### src/rtl/memxfer_pkg.sv
package memxfer_pkg;

    typedef enum logic [1:0] {
        ENG_START = 2'd0,
        ENG_STOP  = 2'd1,
        ENG_WRITE = 2'd2,
        ENG_READ  = 2'd3
    } eng_cmd_e;

    typedef enum logic [1:0] {
        OP_PROBE = 2'd0,
        OP_READ  = 2'd1,
        OP_WRITE = 2'd2
    } op_e;

    typedef enum logic [3:0] {
        ST_IDLE,
        ST_START,
        ST_DEVW,
        ST_REGA,
        ST_TSTOP,
        ST_TSTART,
        ST_DEVR,
        ST_WDATA,
        ST_RDATA,
        ST_STOP,
        ST_DONE
    } state_e;

endpackage

### src/rtl/memxfer_devfold.sv
module memxfer_devfold #(
    parameter int ADDR_BYTES = 4,
    parameter int AL_W       = 3,
    localparam int ADDR_W    = ADDR_BYTES * 8
) (
    input  logic [6:0]        dev_in,
    input  logic [ADDR_W-1:0] addr,
    input  logic [AL_W-1:0]   alen,
    input  logic              en,
    input  logic [6:0]        mask,
    output logic [6:0]        dev_out
);
    logic [6:0] upper;

    // Bits above the configured address bytes; a shift of the full width gives zero.
    assign upper   = 7'(addr >> {alen, 3'b000});
    assign dev_out = en ? (dev_in | (upper & mask)) : dev_in;

endmodule

### src/rtl/memxfer_bytesel.sv
module memxfer_bytesel #(
    parameter int ADDR_BYTES = 4,
    parameter int AL_W       = 3,
    localparam int ADDR_W    = ADDR_BYTES * 8
) (
    input  logic [ADDR_W-1:0] addr,
    input  logic [AL_W-1:0]   idx,
    output logic [7:0]        byte_out
);
    assign byte_out = 8'(addr >> {idx, 3'b000});
endmodule

### src/rtl/memxfer_ctrl.sv
module memxfer_ctrl
    import memxfer_pkg::*;
#(
    parameter int ADDR_BYTES = 4,
    parameter int AL_W       = $clog2(ADDR_BYTES + 1),
    parameter int LEN_W      = 8,
    parameter int FAIL_W     = 8,
    localparam int ADDR_W    = ADDR_BYTES * 8
) (
    input  logic              clk,
    input  logic              rst_n,
    input  logic              start,
    input  logic [1:0]        op,
    input  logic [6:0]        dev_addr,
    input  logic [ADDR_W-1:0] reg_addr,
    input  logic [AL_W-1:0]   addr_len,
    input  logic [LEN_W-1:0]  byte_cnt,
    input  logic              turn_rs,
    input  logic              fold_en,
    input  logic [6:0]        fold_mask,
    input  logic [7:0]        wr_data,
    output logic              wr_take,
    output logic              rd_valid,
    output logic [7:0]        rd_data,
    output logic              busy,
    output logic              done,
    output logic              st_err,
    output logic              st_present,
    output logic [FAIL_W-1:0] st_fails,
    output logic              eng_cmd_valid,
    output logic [1:0]        eng_cmd,
    output logic [7:0]        eng_wdata,
    output logic              eng_nack_out,
    input  logic              eng_done,
    input  logic              eng_nack,
    input  logic [7:0]        eng_rdata
);
    localparam logic [AL_W-1:0] ALEN_MAX = AL_W'(ADDR_BYTES);

    state_e               state_q, state_nx;
    op_e                  op_q, op_dec;
    logic                 pend_q;
    logic [6:0]           dev_q, dev_fold;
    logic [ADDR_W-1:0]    addr_q;
    logic [AL_W-1:0]      alen_q, alen_c, idx_q;
    logic [LEN_W-1:0]     left_q;
    logic                 rs_q;
    logic                 err_q, pres_q;
    logic [FAIL_W-1:0]    fail_q;
    logic                 rdv_q;
    logic [7:0]           rdd_q;
    logic [7:0]           reg_byte;
    logic                 step;

    assign alen_c = (addr_len > ALEN_MAX) ? ALEN_MAX : addr_len;
    assign step   = pend_q && eng_done;

    always_comb begin
        unique case (op)
            2'd1:    op_dec = OP_READ;
            2'd2:    op_dec = OP_WRITE;
            default: op_dec = OP_PROBE;
        endcase
    end

    memxfer_devfold #(.ADDR_BYTES(ADDR_BYTES), .AL_W(AL_W)) u_fold (
        .dev_in  (dev_addr),
        .addr    (reg_addr),
        .alen    (alen_c),
        .en      (fold_en),
        .mask    (fold_mask),
        .dev_out (dev_fold)
    );

    memxfer_bytesel #(.ADDR_BYTES(ADDR_BYTES), .AL_W(AL_W)) u_sel (
        .addr     (addr_q),
        .idx      (idx_q),
        .byte_out (reg_byte)
    );

    // Next-state logic
    always_comb begin
        state_nx = state_q;
        unique case (state_q)
            ST_IDLE:   if (start) state_nx = ST_START;
            ST_START:  if (step) state_nx = (op_q == OP_READ && alen_q == '0) ? ST_DEVR : ST_DEVW;
            ST_DEVW: begin
                if (step) begin
                    if (eng_nack || op_q == OP_PROBE) state_nx = ST_STOP;
                    else if (alen_q != '0)            state_nx = ST_REGA;
                    else if (left_q == '0)            state_nx = ST_STOP;
                    else                              state_nx = ST_WDATA;
                end
            end
            ST_REGA: begin
                if (step) begin
                    if (eng_nack)                 state_nx = ST_DONE;
                    else if (idx_q != '0)         state_nx = ST_REGA;
                    else if (op_q == OP_WRITE)    state_nx = (left_q == '0) ? ST_STOP : ST_WDATA;
                    else                          state_nx = rs_q ? ST_TSTART : ST_TSTOP;
                end
            end
            ST_TSTOP:  if (step) state_nx = ST_TSTART;
            ST_TSTART: if (step) state_nx = ST_DEVR;
            ST_DEVR:   if (step) state_nx = (left_q == '0) ? ST_STOP : ST_RDATA;
            ST_WDATA:  if (step && left_q == LEN_W'(1)) state_nx = ST_STOP;
            ST_RDATA:  if (step && left_q == LEN_W'(1)) state_nx = ST_STOP;
            ST_STOP:   if (step) state_nx = ST_DONE;
            ST_DONE:   state_nx = ST_IDLE;
            default:   state_nx = ST_IDLE;
        endcase
    end

    // State register and datapath
    always_ff @(posedge clk or negedge rst_n) begin
        if (!rst_n) begin
            state_q <= ST_IDLE;
            op_q    <= OP_PROBE;
            pend_q  <= 1'b0;
            dev_q   <= '0;
            addr_q  <= '0;
            alen_q  <= '0;
            idx_q   <= '0;
            left_q  <= '0;
            rs_q    <= 1'b0;
            err_q   <= 1'b0;
            pres_q  <= 1'b0;
            fail_q  <= '0;
            rdv_q   <= 1'b0;
            rdd_q   <= '0;
        end else begin
            state_q <= state_nx;
            rdv_q   <= 1'b0;
            if (eng_cmd_valid) pend_q <= 1'b1;
            else if (step)     pend_q <= 1'b0;
            unique case (state_q)
                ST_IDLE: begin
                    if (start) begin
                        op_q   <= op_dec;
                        dev_q  <= dev_fold;
                        addr_q <= reg_addr;
                        alen_q <= alen_c;
                        left_q <= byte_cnt;
                        rs_q   <= turn_rs;
                        err_q  <= 1'b0;
                        pres_q <= 1'b0;
                        fail_q <= '0;
                    end
                end
                ST_DEVW: begin
                    if (step) begin
                        if (eng_nack) begin
                            if (op_q != OP_PROBE) err_q <= 1'b1;
                        end else if (op_q == OP_PROBE) begin
                            pres_q <= 1'b1;
                        end
                        if (alen_q != '0) idx_q <= alen_q - 1'b1;
                    end
                end
                ST_REGA: begin
                    if (step) begin
                        if (eng_nack)          err_q <= 1'b1;
                        else if (idx_q != '0)  idx_q <= idx_q - 1'b1;
                    end
                end
                ST_WDATA: begin
                    if (step) begin
                        left_q <= left_q - 1'b1;
                        if (eng_nack && fail_q != '1) fail_q <= fail_q + 1'b1;
                    end
                end
                ST_RDATA: begin
                    if (step) begin
                        left_q <= left_q - 1'b1;
                        rdv_q  <= 1'b1;
                        rdd_q  <= eng_rdata;
                    end
                end
                default: ;
            endcase
        end
    end

    // Outputs
    always_comb begin
        eng_cmd      = ENG_START;
        eng_wdata    = 8'h00;
        eng_nack_out = 1'b0;
        unique case (state_q)
            ST_START, ST_TSTART: eng_cmd = ENG_START;
            ST_STOP, ST_TSTOP:   eng_cmd = ENG_STOP;
            ST_DEVW:  begin eng_cmd = ENG_WRITE; eng_wdata = {dev_q, 1'b0}; end
            ST_DEVR:  begin eng_cmd = ENG_WRITE; eng_wdata = {dev_q, 1'b1}; end
            ST_REGA:  begin eng_cmd = ENG_WRITE; eng_wdata = reg_byte; end
            ST_WDATA: begin eng_cmd = ENG_WRITE; eng_wdata = wr_data; end
            ST_RDATA: begin eng_cmd = ENG_READ;  eng_nack_out = (left_q == LEN_W'(1)); end
            default: ;
        endcase
        eng_cmd_valid = !pend_q && (state_q != ST_IDLE) && (state_q != ST_DONE);
    end

    assign wr_take    = eng_cmd_valid && (state_q == ST_WDATA);
    assign rd_valid   = rdv_q;
    assign rd_data    = rdd_q;
    assign busy       = (state_q != ST_IDLE);
    assign done       = (state_q == ST_DONE);
    assign st_err     = err_q;
    assign st_present = pres_q;
    assign st_fails   = fail_q;

    // Assertions
    a_r11_done_single: assert property (@(posedge clk) disable iff (!rst_n)
        done |=> (!done && !busy));

    a_r3_dev_nack_stop: assert property (@(posedge clk) disable iff (!rst_n)
        (state_q == ST_DEVW && step && eng_nack) |=> (eng_cmd_valid && eng_cmd == ENG_STOP));

    a_r4_reg_nack_abort: assert property (@(posedge clk) disable iff (!rst_n)
        (state_q == ST_REGA && step && eng_nack) |=> (done && st_err && !eng_cmd_valid));

    a_r5_fails_monotone: assert property (@(posedge clk) disable iff (!rst_n)
        (busy && $past(busy)) |-> (st_fails >= $past(st_fails)));

    a_r8_last_read_stop: assert property (@(posedge clk) disable iff (!rst_n)
        (state_q == ST_RDATA && step && left_q == LEN_W'(1)) |=> (eng_cmd_valid && eng_cmd == ENG_STOP));

    a_r1_flags_exclusive: assert property (@(posedge clk) disable iff (!rst_n)
        done |-> !(st_err && st_present));

endmodule

### config.mk
export PLATFORM = sky130hd
export DESIGN_NAME = memxfer_ctrl
export DESIGN_NICKNAME = d
export VERILOG_FILES = /design/src/rtl/memxfer_pkg.sv /design/src/rtl/memxfer_devfold.sv /design/src/rtl/memxfer_bytesel.sv /design/src/rtl/memxfer_ctrl.sv
export SDC_FILE = /design/constraint.sdc
export NUM_CORES = 1
export LEC_CHECK = 0
export ABC_AREA = 1
export BUFFER_PORTS_ARGS = -buffer_cell sky130_fd_sc_hd__buf_2
export CAP_MARGIN = 15
export CORE_MARGIN = 1
export CORE_UTILIZATION = 35
export CTS_BUF_LIST = sky130_fd_sc_hd__clkbuf_4 sky130_fd_sc_hd__clkbuf_8 sky130_fd_sc_hd__clkbuf_16
export DETAILED_ROUTE_END_ITERATION = 8
export GPL_ROUTABILITY_DRIVEN = 0
export PLACE_DENSITY = 0.56
export SLEW_MARGIN = 20
export SYNTH_ARGS = -nofsm -noshare
export SYNTH_HDL_FRONTEND = slang
export SYNTH_SLANG_ARGS = --single-unit
### constraint.sdc
create_clock -name clk -period 1.6 [get_ports clk]
set_input_delay 0.24 -clock clk [delete_from_list [all_inputs] [get_ports clk]]
set_output_delay 0.24 -clock clk [all_outputs]
set_load 0.05 [all_outputs]
==> summary.md <==
| Metric | Value |
|---|---|
| RSZ-0062 raised after global routing | `true` |
| Total power | `15.6 mW` |
| Relative slew slack | `72.2%` |
| Number of remaining DRC errors | `0` |
| CTS Buffer Depth | `2` |
| Num rows | `42` |
| Clock transition at path regs | `60 ps` |
| Power density over cell area | `1990 nW/um2` |
| Post-DP HPWL | `10700 um` |
| Critical path class | `flip-flop to output pin` |
| Worst R2R Path Depth | `14` |
| Syn Std Cell Area | `4750 um2` |
| Worst Slack Setup Final | `-422 ps` |
| CP startpoint kind | `flip-flop` |
| Leak | `3.94 nW` |
| Flops & latches, synth | `80` |
| Die area | `14000 um2` |
| Max incr delay on CP | `410 ps` |
| Ports | `116` |
| Commonest non-fill, non-tap cell in the layout | `nand2_1` |
| Combinational Power Share | `62.7%` |
| Internal Power | `8.62 mW` |
| Top Usage Layer GRT | `met2` |
| Sequential Power Share | `23.0%` |
| Final setup violation count | `85` |
| Worst-path cell chain | `buf_6 > inv_4 > nor2_4 > nand2_2 > clkinvlp_4 > nor3_4 > inv_2 > nor2_4 > buf_6` |
| Min-Delay Path Depth | `2` |
| Outcome | `finished with violations` |
| Crit path required time | `1360 ps` |
| WL/cell | `16.1 um` |
| Synth cell types | `37` |
| Synthesized Nets | `738` |
| Final Util | `59.3%` |
| Grt ovf | `0` |
| Core area | `13200 um2` |
| Syn Area/Cell | `7.28 um2` |
| GRT Total Usage | `22.0%` |
| Setup crit end kind | `output pin` |
| Post-DR vias/cell | `5.01` |
| Sequential share of the synthesized area | `42.1%` |
| # port buffers | `115` |
| Number of diodes | `0` |
| Clock Latency Late Sink | `340 ps` |
| First-pass GRT wire length | `24300 um` |
| Antenna viol nets, final | `0` |
| WHS | `88.9 ps` |
| Initial core utilization | `35.9%` |
| TritonCTS Buffers | `9` |
| Maximum clock rate | `0.495 GHz` |
| Peak VDD IR | `0.756 mV` |
| Cell count after synthesis | `652` |
| Max_cap viols | `0` |
| Final nets | `946` |
| Clock root buffer | `clkbuf_16` |
| CTS Sinks | `80` |
| Failing checks | `setup timing` |
| FILL cells | `1165` |
| Slowest CP cell | `dfrtp_1` |
| Most frequent cells in the layout | `nand2_1, buf_2, dfrtp_1` |
| P_sw | `7.00 mW` |
| Part of the power in the clock network | `14.4%` |
| Die Ht | `118 um` |
| Worst Tran Pin Value | `417 ps` |
| Final-report max-slew violation count | `0` |
| DR vias | `5213` |
| Grt met3 use | `4.15%` |
| Crit path DAT | `1780 ps` |
| Die width | `118 um` |
| Initial antenna violation count | `0` |
| Synth-to-layout area growth | `65.3%` |
| GR Layer Usage met2 | `38.8%` |
| Largest net degree at the start of global routing | `49` |
| Vias in the first global route | `4898` |
| Tmin final | `2020 ps` |
| Share of layout cells above drive strength 1 | `49.6%` |
| Met1 Resource Use GR | `27.1%` |
| Final Skew | `5.02 ps` |
| Switching part of the total | `44.8%` |
| FF+latch area | `2010 um2` |
| Area of the multi-input gates | `3240 um2` |
| TritonCTS clock tree | `done` |
| TritonRoute pass-1 iters | `5` |
| DRT Wirelength | `16800 um` |
| Drt initial violations | `399` |
| Yosys warns | `0` |
| Hold Crit Class | `input port to flip-flop` |
| Final hold viol count | `0` |
| Htree depth | `3` |
| Final Cycle Share | `126%` |
| Largest fanout on the critical path | `3` |
-- timing repair --
action | in CTS | in global routing
pin swaps | 19 | 67
buffers inserted | 15 | 28
hold buffers | 1 | 0
setup endpoints to repair | 31 | 87
hold endpoints to repair | 25 | 0
gates cloned | 3 | 13
resized for setup | 106 | 191
-- Yosys cell counts --
cell | number | share of area [%]
nand2_4 | 5 | 1.2
nor2_2 | 3 | 0.40
ha_1 | 4 | 1.1
buf_4 | 2 | 0.32
nor3b_1 | 1 | 0.16
xor2_1 | 5 | 0.92
nand3b_1 | 3 | 0.47
dfrtp_1 | 80 | 42
nor3_1 | 3 | 0.32
o21bai_1 | 1 | 0.16
o22ai_1 | 4 | 0.53
inv_1 | 47 | 3.7
a21oi_1 | 3 | 0.32
xnor2_1 | 1 | 0.18
or2_2 | 4 | 0.53
nand2_1 | 232 | 18
nor2_4 | 5 | 1.2
buf_2 | 11 | 1.2
nand4_1 | 3 | 0.40
nand2_2 | 10 | 1.3
inv_4 | 1 | 0.13
mux2i_1 | 5 | 1.1
a31oi_1 | 3 | 0.40
a21boi_1 | 7 | 1.1
mux2_2 | 8 | 1.9
a211oi_1 | 7 | 1.1
o31ai_1 | 2 | 0.32
buf_1 | 3 | 0.24
o21ai_0 | 31 | 3.3
o21ai_1 | 7 | 0.74
nand3_1 | 47 | 5.0
clkbuf_1 | 4 | 0.32
o211ai_1 | 6 | 0.95
buf_6 | 3 | 0.71
nor2_1 | 76 | 6.0
inv_2 | 7 | 0.55
o21ai_2 | 8 | 1.5
-- worst paths after layout --
path / start / end / slack (ps)
worst max-delay path: state_q[1] / wr_take / -420
worst min-delay path: op[1] / op_q[0] / 90
worst max register to register: state_q[2] / state_q[3] / -230
worst min register to register: left_q[6] / left_q[6] / 480
max in group asynchronous: rst_n / addr_q[18] / 710
min in group asynchronous: rst_n / left_q[4] / 380
-- sequential cells by signal (all words and copies together), names as in the netlist --
signal / cells
op_q: 2
addr_q: 32
idx_q: 3
alen_q: 3
st_err: 1
rd_data: 8
rd_valid: 1
st_fails: 8
st_present: 1
dev_q: 7
rs_q: 1
left_q: 8
state_q: 4
pend_q: 1
-- per-layer routing --
layer / share of wire [%] / up-vias
met5: 0 / -
met4: 3.1 / 0
met3: 5.0 / 37
met2: 50 / 176
met1: 41 / 2484
li1: - / 2516
-- power by group through the flow --
stage | logic (mW) | registers [mW] | clock network (mW)
floorplan | 4.00 | 3.73 | 0
global placement | 6.23 | 3.49 | 0
detailed placement | 6.30 | 3.52 | 0
CTS | 7.51 | 3.55 | 2.29
global route | 10.5 | 3.69 | 2.37
finish | 9.79 | 3.59 | 2.24
-- cells by family after synthesis --
| kind of cell | Yosys count | synth area share (%) |
|---|---|---|
| buffers and inverters | 78 | 7.14 |
| DFF | 80 | 42.1 |
| muxes | 13 | 2.95 |
| and+or+nand+nor | 392 | 35.2 |
| AOI/OAI and AO/OA | 79 | 10.4 |
| adders and majority gates | 4 | 1.05 |
| xor gates and xnor gates | 6 | 1.11 |
-- per-stage QoR --
| stage | std cells | area (um2) | TNS, ps | worst slack (ps) |
|---|---|---|---|---|
| floorplan | 652 | 4840 | -2310 | -526 |
| global placement | 971 | 5950 | -1140 | -150 |
| detailed placement | 971 | 5950 | -1200 | -155 |
| CTS | 1005 | 6800 | -4570 | -369 |
| global route | 1041 | 7850 | -17230 | -481 |
| finish | 1041 | 7850 | -12400 | -422 |
-- layout make-up --
| cell class | count | share of cell area (%) |
|---|---|---|
| clock buffers | 13 | 3.57 |
| multi-input cells | 498 | 41.3 |
| clock inverters | 3 | 0.590 |
| repair buffers | 215 | 22.9 |
| repair inverters | 1 | 0.143 |
| inverters | 55 | 3.04 |
| flip-flops and latches | 80 | 25.6 |
| well taps | 176 | 2.81 |
-- worst max-delay path, delay by kind of cell (launching register included) --
family,cells,cell delay (ps)
buf+inv,5,580
simple gates,4,450
flops,1,410
Note: power is estimated with default switching activity, not from simulation.
